<file path="config.mk">
export PLATFORM = sky130hd
export DESIGN_NAME = slot_seq_unit
export DESIGN_NICKNAME = d
export VERILOG_FILES = /design/src/rtl/slot_seq_pkg.sv /design/src/rtl/slot_seq_decode.sv /design/src/rtl/slot_seq_target.sv /design/src/rtl/slot_seq_incr.sv /design/src/rtl/slot_seq_unit.sv
export SDC_FILE = /design/constraint.sdc
export NUM_CORES = 1
export LEC_CHECK = 0
export CAP_MARGIN = 20
export CELL_PAD_IN_SITES_DETAIL_PLACEMENT = 0
export CELL_PAD_IN_SITES_GLOBAL_PLACEMENT = 2
export CORE_UTILIZATION = 24
export CTS_CLUSTER_SIZE = 30
export DETAILED_ROUTE_END_ITERATION = 16
export PLACE_DENSITY = 0.8
export SLEW_MARGIN = 10
export SYNTH_ARGS = -nofsm -noshare
export SYNTH_HDL_FRONTEND = slang
export SYNTH_SLANG_ARGS = --single-unit
</file>
<file path="constraint.sdc">
create_clock -name clk -period 3.3 [get_ports clk]
set_input_delay 0.825 -clock clk [delete_from_list [all_inputs] [get_ports clk]]
set_output_delay 0.825 -clock clk [all_outputs]
set_load 0.03 [all_outputs]
</file>
<file path="src/rtl/slot_seq_pkg.sv">
package slot_seq_pkg;

    typedef enum logic [0:0] {
        ST_FETCH = 1'b0,
        ST_EXEC  = 1'b1
    } seq_state_e;

    typedef enum logic [2:0] {
        K_NONE = 3'd0,
        K_BR   = 3'd1,
        K_RET  = 3'd2,
        K_LIT  = 3'd3,
        K_MEM  = 3'd4
    } op_kind_e;

    localparam logic [4:0] OP_JMP  = 5'h00;
    localparam logic [4:0] OP_BTZ  = 5'h01;
    localparam logic [4:0] OP_CALL = 5'h02;
    localparam logic [4:0] OP_BPOS = 5'h03;
    localparam logic [4:0] OP_RET  = 5'h04;
    localparam logic [4:0] OP_LDA  = 5'h08;
    localparam logic [4:0] OP_LDAI = 5'h09;
    localparam logic [4:0] OP_LIT  = 5'h0A;
    localparam logic [4:0] OP_STA  = 5'h0C;
    localparam logic [4:0] OP_STAI = 5'h0D;

endpackage

</file>
<file path="src/rtl/slot_seq_decode.sv">
module slot_seq_decode
    import slot_seq_pkg::*;
#(
    parameter int unsigned DW    = 20,
    parameter int unsigned SW    = 5,
    parameter int unsigned NSLOT = 4,
    localparam int unsigned SLW  = $clog2(NSLOT)
) (
    input  logic [DW-1:0]  ir,
    input  logic [SLW-1:0] slot,
    output logic [SW-1:0]  op,
    output op_kind_e       kind,
    output logic           post_inc,
    output logic           is_store
);

    logic [SW-1:0] slot_ops [NSLOT];

    for (genvar k = 0; k < NSLOT; k++) begin : g_slot
        assign slot_ops[k] = ir[DW-1-SW*k -: SW];
    end

    always_comb begin
        op = slot_ops[0];
        for (int k = 1; k < NSLOT; k++) begin
            if (slot == SLW'(k)) begin
                op = slot_ops[k];
            end
        end
    end

    always_comb begin
        post_inc = 1'b0;
        is_store = 1'b0;
        if (op[SW-1]) begin
            kind = K_NONE;
        end else begin
            case (op)
                OP_JMP, OP_BTZ, OP_CALL, OP_BPOS: kind = K_BR;
                OP_RET:                           kind = K_RET;
                OP_LIT:                           kind = K_LIT;
                default:                          kind = K_MEM;
            endcase
            post_inc = (op == OP_LDAI) || (op == OP_STAI);
            is_store = (op == OP_STA)  || (op == OP_STAI);
        end
    end

endmodule

</file>
<file path="src/rtl/slot_seq_target.sv">
module slot_seq_target #(
    parameter int unsigned AW    = 21,
    parameter int unsigned DW    = 20,
    parameter int unsigned SW    = 5,
    parameter int unsigned NSLOT = 4,
    localparam int unsigned SLW  = $clog2(NSLOT)
) (
    input  logic [AW-1:0]  p,
    input  logic [DW-1:0]  ir,
    input  logic [SLW-1:0] slot,
    input  logic           byte_mode,
    output logic [AW-1:0]  target
);

    logic [AW-1:0] cand [NSLOT];

    for (genvar k = 0; k < NSLOT; k++) begin : g_cand
        localparam int unsigned NB = SW * (NSLOT - 1 - k);
        if (NB == 0) begin : g_from_p
            assign cand[k] = p;
        end else begin : g_mixed
            assign cand[k] = {p[AW-1:NB], ir[NB-1:0]};
        end
    end

    always_comb begin
        target = cand[0];
        if (!byte_mode) begin
            for (int k = 1; k < NSLOT; k++) begin
                if (slot == SLW'(k)) begin
                    target = cand[k];
                end
            end
        end
    end

endmodule

</file>
<file path="src/rtl/slot_seq_incr.sv">
module slot_seq_incr #(
    parameter int unsigned AW = 21
) (
    input  logic [AW-1:0] addr,
    output logic [AW-1:0] addr_inc
);

    assign addr_inc = addr + AW'(1);

endmodule

</file>
<file path="src/rtl/slot_seq_unit.sv">
module slot_seq_unit
    import slot_seq_pkg::*;
#(
    parameter int unsigned AW     = 21,
    parameter int unsigned DW     = 20,
    parameter int unsigned SW     = 5,
    parameter int unsigned NSLOT  = 4,
    parameter int unsigned BYTE_W = 8,
    localparam int unsigned SLW   = $clog2(NSLOT)
) (
    input  logic           clk,
    input  logic           rst_n,
    input  logic [DW-1:0]  mem_rdata,
    input  logic [DW-1:0]  t_top,
    input  logic [AW-1:0]  rtop,
    input  logic           a_wr,
    input  logic [AW-1:0]  a_wdata,
    output logic [AW-1:0]  mem_addr,
    output logic           mem_req,
    output logic           mem_we,
    output logic           exec_valid,
    output logic [SW-1:0]  exec_op,
    output logic [SLW-1:0] exec_slot,
    output logic           exec_mem,
    output logic           rpush,
    output logic [AW-1:0]  rpush_val,
    output logic           rpop
);

    localparam logic [SLW-1:0] LAST_SLOT = SLW'(NSLOT - 1);

    typedef struct packed {
        seq_state_e     state;
        logic [AW-1:0]  p;
        logic [AW-1:0]  a;
        logic [DW-1:0]  ir;
        logic [SLW-1:0] slot;
        logic           byte_m;
    } seq_regs_t;

    seq_regs_t regs_d, regs_q;

    logic [SW-1:0] op;
    op_kind_e      kind;
    logic          post_inc;
    logic          is_store;
    logic [AW-1:0] target;
    logic [AW-1:0] addr_inc;
    logic          taken;
    logic          load_ir;
    logic          advance;
    logic          byte_mode;

    slot_seq_decode #(.DW(DW), .SW(SW), .NSLOT(NSLOT)) i_decode (
        .ir       (regs_q.ir),
        .slot     (regs_q.slot),
        .op       (op),
        .kind     (kind),
        .post_inc (post_inc),
        .is_store (is_store)
    );

    slot_seq_target #(.AW(AW), .DW(DW), .SW(SW), .NSLOT(NSLOT)) i_target (
        .p         (regs_q.p),
        .ir        (regs_q.ir),
        .slot      (regs_q.slot),
        .byte_mode (regs_q.byte_m),
        .target    (target)
    );

    slot_seq_incr #(.AW(AW)) i_incr (
        .addr     (mem_addr),
        .addr_inc (addr_inc)
    );

    assign taken = (op == OP_JMP) || (op == OP_CALL) ||
                   ((op == OP_BTZ)  && (t_top == '0)) ||
                   ((op == OP_BPOS) && !t_top[DW-1]);

    // Bus source selection: P, branch target, return top or A
    always_comb begin
        mem_addr   = regs_q.p;
        mem_req    = 1'b0;
        mem_we     = 1'b0;
        exec_valid = 1'b0;
        load_ir    = 1'b0;
        advance    = 1'b0;
        rpush      = 1'b0;
        rpop       = 1'b0;
        if (regs_q.state == ST_FETCH) begin
            mem_req = 1'b1;
            load_ir = 1'b1;
        end else begin
            exec_valid = 1'b1;
            case (kind)
                K_BR: begin
                    if (taken) begin
                        mem_addr = target;
                        mem_req  = 1'b1;
                        load_ir  = 1'b1;
                        rpush    = (op == OP_CALL);
                    end
                end
                K_RET: begin
                    mem_addr = rtop;
                    mem_req  = 1'b1;
                    load_ir  = 1'b1;
                    rpop     = 1'b1;
                end
                K_LIT: begin
                    mem_req = 1'b1;
                    advance = 1'b1;
                end
                K_MEM: begin
                    mem_addr = regs_q.a;
                    mem_req  = 1'b1;
                    mem_we   = is_store;
                    advance  = 1'b1;
                end
                default: begin
                    advance = 1'b1;
                end
            endcase
        end
    end

    // Next-state computation
    always_comb begin
        regs_d = regs_q;
        if ((regs_q.state == ST_EXEC) && (kind == K_BR) && !taken) begin
            regs_d.state = ST_FETCH;
        end
        if ((regs_q.state == ST_EXEC) && (kind == K_LIT)) begin
            regs_d.p = addr_inc;
        end
        if ((regs_q.state == ST_EXEC) && (kind == K_MEM) && post_inc) begin
            regs_d.a = addr_inc;
        end
        if (advance) begin
            if ((regs_q.slot == LAST_SLOT) || regs_q.byte_m) begin
                regs_d.state = ST_FETCH;
            end else begin
                regs_d.slot = regs_q.slot + SLW'(1);
            end
        end
        if (load_ir) begin
            regs_d.state  = ST_EXEC;
            regs_d.p      = addr_inc;
            regs_d.byte_m = !mem_addr[AW-1];
            if (mem_addr[AW-1]) begin
                regs_d.ir   = mem_rdata;
                regs_d.slot = '0;
            end else begin
                regs_d.ir   = {mem_addr[DW-1:BYTE_W], mem_rdata[BYTE_W-1:0]};
                regs_d.slot = LAST_SLOT;
            end
        end
        if (a_wr) begin
            regs_d.a = a_wdata;
        end
    end

    always_ff @(posedge clk) begin
        if (!rst_n) begin
            regs_q.state  <= ST_FETCH;
            regs_q.p      <= '0;
            regs_q.a      <= '0;
            regs_q.ir     <= '0;
            regs_q.slot   <= '0;
            regs_q.byte_m <= 1'b1;
        end else begin
            regs_q <= regs_d;
        end
    end

    assign exec_op   = op;
    assign exec_slot = regs_q.slot;
    assign exec_mem  = !op[SW-1];
    assign rpush_val = regs_q.p;
    assign byte_mode = regs_q.byte_m;

endmodule

</file>
* After elaboration in Yosys (flattened, before gate mapping)
Index checks and enable logic that the tools add are counted.
Operators by class: equality and inequality tests 16, reduce and logical (&&, ||, !) cells 26, add/sub/neg operators 2, muxes and demuxes 40
Operator list (count):
- two-way mux 21 bit | 4
- two-way mux 15 bit | 5
- one-hot mux 21 bit (3 select lines) | 1
- two-way mux 22 bit | 2
- adder 21 x 1 -> 21 bit (second input constant) | 1
- == test 5 x 4 -> 1 bit (second input constant) | 4
- zero test 20 bit | 1
- two-way mux 1 bit | 18
- two-way mux 5 bit | 3
- == test 5 x 2 -> 1 bit (second input constant) | 2
- one-hot mux 3 bit (3 select lines) | 1
- logical AND 1 bit | 7
- == test 3 x 2 -> 1 bit (second input constant) | 2
- logical OR 1 bit | 6
- two-way mux 3 bit | 2
- nonzero test 2 bit | 3
- == test 5 x 1 -> 1 bit (second input constant) | 1
- == test 5 x 3 -> 1 bit (second input constant) | 1
- zero test 5 bit | 1
- == test 2 bit (second input constant) | 2
- zero test 1 bit | 4
- two-way mux 2 bit | 2
- one-hot mux 1 bit (2 select lines) | 2
- OR reduction 4 bit | 1
- other kinds (8) | 8
Word-level totals: output and inout port bits 55, register bits 66, input bits 85, logic and storage cells 90

* Depth between registers and ports, before layout
depth after elaboration 15, mapped depth 18, gate-level depth less buffers 16

* Modules after synthesis
A second synthesis with hierarchy kept.
Unflattened totals: cell total of the unflattened synthesis 634, area total of the unflattened synthesis 5363.9 um2
By module, submodules not included:
- slot_seq_unit | cells each 539, instances 1, area each 4514.3 um2, seq. area each 1321.3 um2
- slot_seq_incr | cells each 53, instances 1, area each 384.1 um2, seq. area each 0.0 um2
- slot_seq_target | cells each 24, instances 1, area each 254.0 um2, seq. area each 0.0 um2
- slot_seq_decode | cells each 18, instances 1, area each 211.5 um2, seq. area each 0.0 um2

* Least setup slack after synthesis
OpenSTA, ideal clock, no wires.
path kind reg-to-reg, from register exec_slot[0] (netlist name), to register rpush_val[12] (netlist name), stages on the path, launching flop included 18, data required time 3.182 ns, path slack -0.520 ns, arrival time 3.703 ns, library setup time 0.118 ns, period minus slack after synthesis 3.820 ns, buffers on the path 2, path through dfxtp_1 inv_1 ha_1 or2_1 buf_6 mux2_4 a211oi_4 buf_2 nand2_1 a31oi_1 nor2_1 inv_1 ha_1 o311ai_2 nor3_4 nand3_1 or3_1 o2111a_1
On the way: longest elaborated chain between the ends 14, elaborated cells between the ends (all ways) 39, classes of those cells 1 x add/sub; 12 x eq/ne; 17 x mux; 9 x reduce/logical
Ends and longest elaborated chain:
- == test 2 x 1 -> 1 bit | RTL line slot_seq_decode.sv:26 | if (slot == SLW'(k)) begin
- two-way mux 5 bit (3 in series) | RTL line slot_seq_decode.sv:26
- == test 5 x 1 -> 1 bit (tied with other cells) | RTL line slot_seq_decode.sv:38, slot_seq_unit.sv:77
- OR reduction 4 bit (tied with other cells) | RTL line slot_seq_decode.sv:38 | case (op)
- one-hot mux 3 bit (3 select lines) / logical OR 1 bit (equally long branches) | RTL line slot_seq_decode.sv:38, slot_seq_unit.sv:76
- two-way mux 3 bit / logical OR 1 bit (equally long branches) | RTL line slot_seq_decode.sv:35, slot_seq_unit.sv:77
- == test 3 bit (tied with other cells) | RTL line slot_seq_unit.sv:95 | case (kind)
- one-hot mux 21 bit (3 select lines) * | RTL line slot_seq_unit.sv:95
- two-way mux 21 bit * | RTL line slot_seq_unit.sv:90 | if (regs_q.state == ST_FETCH) begin
- net mem_addr[0] | RTL line slot_seq_unit.sv:18 | output logic [AW-1:0] mem_addr,
- adder 21 x 1 -> 21 bit * | RTL line slot_seq_incr.sv:8 | assign addr_inc = addr + AW'(1);
- two-way mux 21 bit | RTL line slot_seq_unit.sv:133 | if ((regs_q.state == ST_EXEC) && (kind == K_LIT)) begin
- two-way mux 22 bit * | RTL line slot_seq_unit.sv:146 | if (load_ir) begin
The timed path passes the listed nets; every way through them passes the cells marked *. The select of a mux whose other input is x is not followed. A chain may end at the register's enable or synchronous reset.

* Worst setup path in the final report
from register exec_slot[1] (netlist name), to output port mem_addr[2]
On the way: longest elaborated chain between the ends 11, elaborated cells between the ends (all ways) 29, classes of those cells 11 x eq/ne; 11 x mux; 7 x reduce/logical
Ends and longest elaborated chain (RTL line):
- == test 2 x 1 -> 1 bit | slot_seq_decode.sv:26
- two-way mux 5 bit (3 in series) | slot_seq_decode.sv:26
- == test 5 x 1 -> 1 bit (tied with other cells) | slot_seq_decode.sv:38, slot_seq_unit.sv:77
- OR reduction 4 bit (tied with other cells) | slot_seq_decode.sv:38
- one-hot mux 3 bit (3 select lines) / logical OR 1 bit (equally long branches) | slot_seq_decode.sv:38, slot_seq_unit.sv:76
- two-way mux 3 bit / logical OR 1 bit (equally long branches) | slot_seq_decode.sv:35, slot_seq_unit.sv:77
- == test 3 bit (tied with other cells) | slot_seq_unit.sv:95
- one-hot mux 21 bit (3 select lines) * | slot_seq_unit.sv:95
- two-way mux 21 bit * | slot_seq_unit.sv:90
- end: declaration | slot_seq_unit.sv:18
Mark *: on every way between the ends. The rest lies on a longest branch, timed or not.

==> impl_metrics.py <==
metrics = {
    "sta": {
        "period_share_pct": 116,
        "timing.final.ws_setup_ns": -0.525,
        "tightest_slew_ns": 0.859,
        "timing.fmax_mhz": 261,
        "drv_slew": 0,
        "timing.slew.headroom_pct": 42.7,
        "period_minus_slack_ns": 3.82,
        "grt_setup_unrepaired": "true",
        "setup_viol": 58,
        "fin_skew_ns": 0.00707,
        "hold_viol": 0,
    },
    "floorplanning": {
        "num_rows": 51,
        "dieArea_mm2": 0.0203,
        "core_mm2": 0.0194,
        "die_width_um": 142,
        "die_h_um": 142,
        "start_util_pct": 24.4,
        "io_pins": 140,
    },
    "clocking": {
        "cts-buffers-inserted": 9,
        "path_clk_slew_ns": 0.06,
        "insertion_delay_ns": 0.35,
        "root_buffer": "clkbuf_16",
        "h-tree-depth": 3,
        "hold_buffers": 0,
        "numClockSinks": 66,
        "tritoncts": "done",
        "clock_path_buffers": 2,
    },
    "setup_path": {
        "r2r_end": "rpush_val[12]",
        "path_max_fanout": 8,
        "required_ns": 2.47,
        "r2r-start": "exec_slot[1]",
        "cp-start-kind": "flip-flop",
        "reg2reg_slack_ns": -0.48,
        "critPathCaptureType": "output pin",
        "path_class": "reg2out",
        "reg2reg_depth": 19,
        "arrival_ns": 3.00,
    },
    "cells_and_area": {
        "drive_above_1_share_pct": 47.7,
        "antennaDiodeCount": 0,
        "post-route-util_pct": 50.4,
        "fin_nets": 1051,
        "areaGrowthSynthToFinish_pct": 106,
    },
    "power_and_ir_drop": {
        "ir_drop_uv": 474,
        "leakagePower_nw": 4.06,
        "power_density_mw_per_mm2": 1200,
    },
    "synthesis": {
        "syn_avg_cell_area_um2": 7.59,
        "seq_area_frac_synth_pct": 27.9,
        "synth-seq-cells": 66,
        "synth.distinct_cells": 77,
        "yosys_warnings": 0,
        "synthFlopType": "dfxtp_1",
        "synth_edf_count": 0,
        "async_reset_ff_share_pct": 0,
        "synthesis.area_mm2": 0.00473,
        "synth_fp_nets": 713,
        "synth_cells": 624,
    },
    "global_route": {
        "grt.total_usage_pct": 23.0,
        "grt_pass1_vias": 6343,
        "antenna_found_initial": 0,
        "grt.overflow.total": 0,
        "grt_max_degree": 42,
        "grt_first_pass_wirelength_um": 34900,
    },
    "placement": {
        "dp_hpwl_um": 17600,
        "dpl_worst_slack_ns": -1.04,
        "routabilityCongestion": 0.864,
        "place.port_buffers": 139,
    },
    "job": {
        "drv_cap": 0,
    },
    "drt": {
        "vias": 6312,
        "wl_per_cell_um": 19.3,
        "viasPerCell": 5.12,
        "firstDrtPassIters": 5,
        "postRouteAntennaNets": 0,
        "remaining_drc_errors": 0,
        "first_iter_violations": 403,
        "wirelength_um": 23800,
    },
    "hold_path": {
        "hp-class": "reg2reg",
        "worstHoldEndpoint": "rpush_val[16]",
        "min_path_cells": 2,
        "worstHoldStart": "rpush_val[16]",
    },
    "run_status": {
        "violations": "negative setup slack",
        "status": "finished with violations",
    },
}
registers in the layout, indices dropped and copies added, names as in the netlist:
register   flops
exec_slot      2
regs_q        42
rpush_val     21
byte_mode      1
layout by cell type, fill, tap and decap left out, types with 11 or more instances in the layout:
master           count
a21oi_1             34
a21oi_4             11
buf_12              15
buf_4              178
buf_6               76
clkdlybuf4s50_1     91
dfxtp_1             64
dlygate4sd2_1       22
inv_2               16
nand2_1             81
nand3_1             15
nand4_1             18
nor2_1              24
o211ai_1            18
o21ai_1             19
kinds of logic after synthesis:
family / count (synthesis) / synth area share (%)
AND/OR/NAND/NOR: 248 / 27.9
flip-flops: 66 / 27.9
XOR/XNOR: 15 / 2.77
AO/OA/AOI/OAI: 187 / 27.2
buffers and inverters: 91 / 10.1
multiplexers: 13 / 3.01
adder cells (fa/ha/maj): 4 / 1.06
worst max-delay path by stage:
| stage | slack, ns | from | to | depth (start not counted) |
|---|---|---|---|---|
| 2_1_floorplan | -0.37 | exec_slot[1] | mem_addr[16] | 9 |
| 3_3_place_gp | -1.05 | t_top[14] | mem_addr[13] | 9 |
| 3_5_place_dp | -1.04 | t_top[10] | mem_addr[13] | 9 |
| 4_1_cts | -0.47 | exec_slot[1] | mem_addr[4] | 14 |
| 5_1_grt | -0.61 | exec_slot[0] | mem_addr[3] | 14 |
| 6_report | -0.52 | exec_slot[1] | mem_addr[2] | 16 |
what timing repair did:
action                     in CTS  in global routing
buffers inserted               61                 20
gates resized for setup       185                 91
cloned                          1                  1
setup endpoints to repair      71                 60
pin swaps                      64                 52
where the power goes:
| part | switching [mW] | total (mW) | internal (mW) |
|---|---|---|---|
| clock | 0.408 | 1.01 | 0.606 |
| sequential | 0.212 | 1.22 | 1.01 |
| combinational | 4.79 | 9.46 | 4.66 |
| total | 5.41 | 11.7 | 6.28 |
per-stage QoR:
stage | instance area, um^2 | instances | TNS, ns | power [mW] | hold WS [ns]
CTS | 9180 | 1211 | -19.35 | 10.7 | 0.490
floorplan | 5130 | 624 | -7.75 | 5.12 | 0.442
global placement | 7770 | 1135 | -38.48 | 8.07 | 0.481
global route | 9770 | 1232 | -27.10 | 12.2 | 0.513
finish | 9770 | 1232 | -20.55 | 11.7 | 0.489
detailed placement | 7770 | 1135 | -41.35 | 8.15 | 0.481
Yosys cell counts, drive strengths merged (8+ instances only):
master   n  area [um^2]
nand3   19         95.1
nand4   19          125
inv     30          115
nor4    11          111
buf     38          278
nor2    35          139
o211ai  18          135
nor3    17         96.4
nor3b    9         77.6
a221oi   8         70.1
nand2   89          344
and2    11         68.8
xnor2   15          131
clkbuf  22         82.6
o21ai   37          189
dfxtp   66         1320
and3    11         68.8
a21oi   55          294
a211oi   9         92.6
mux2i    9         90.1
area by class of cell:
cell class              count  area [um^2]
fillers                  1836         9630
multi-input cells         467         3980
repair buffers            387         3690
flip-flops and latches     66         1330
well taps                 265          332
clock buffers              10          239
inverters                  31          141
clock inverters             6         63.8
routing by layer:
layer	part of all wire (%)	wire length (um)	global-route usage (%)
met5	0	0	0
met2	49	11600	38.9
met4	2.7	643	10.5
met3	5.6	1330	3.53
met1	43	10200	28.5
critical path: stages (launching register included):
cell      delay, ns
dfxtp_2        0.33
buf_6          0.13
ha_4           0.20
buf_6          0.15
and2b_2        0.24
a211oi_4       0.23
buf_6          0.16
inv_8          0.04
buf_6          0.11
nand4_4        0.07
or2_4          0.17
buf_12         0.11
buf_12         0.09
o41ai_2        0.05
a211o_2        0.38
inv_4          0.07
buf_6          0.12
Note: power is estimated with default switching activity, not from simulation.
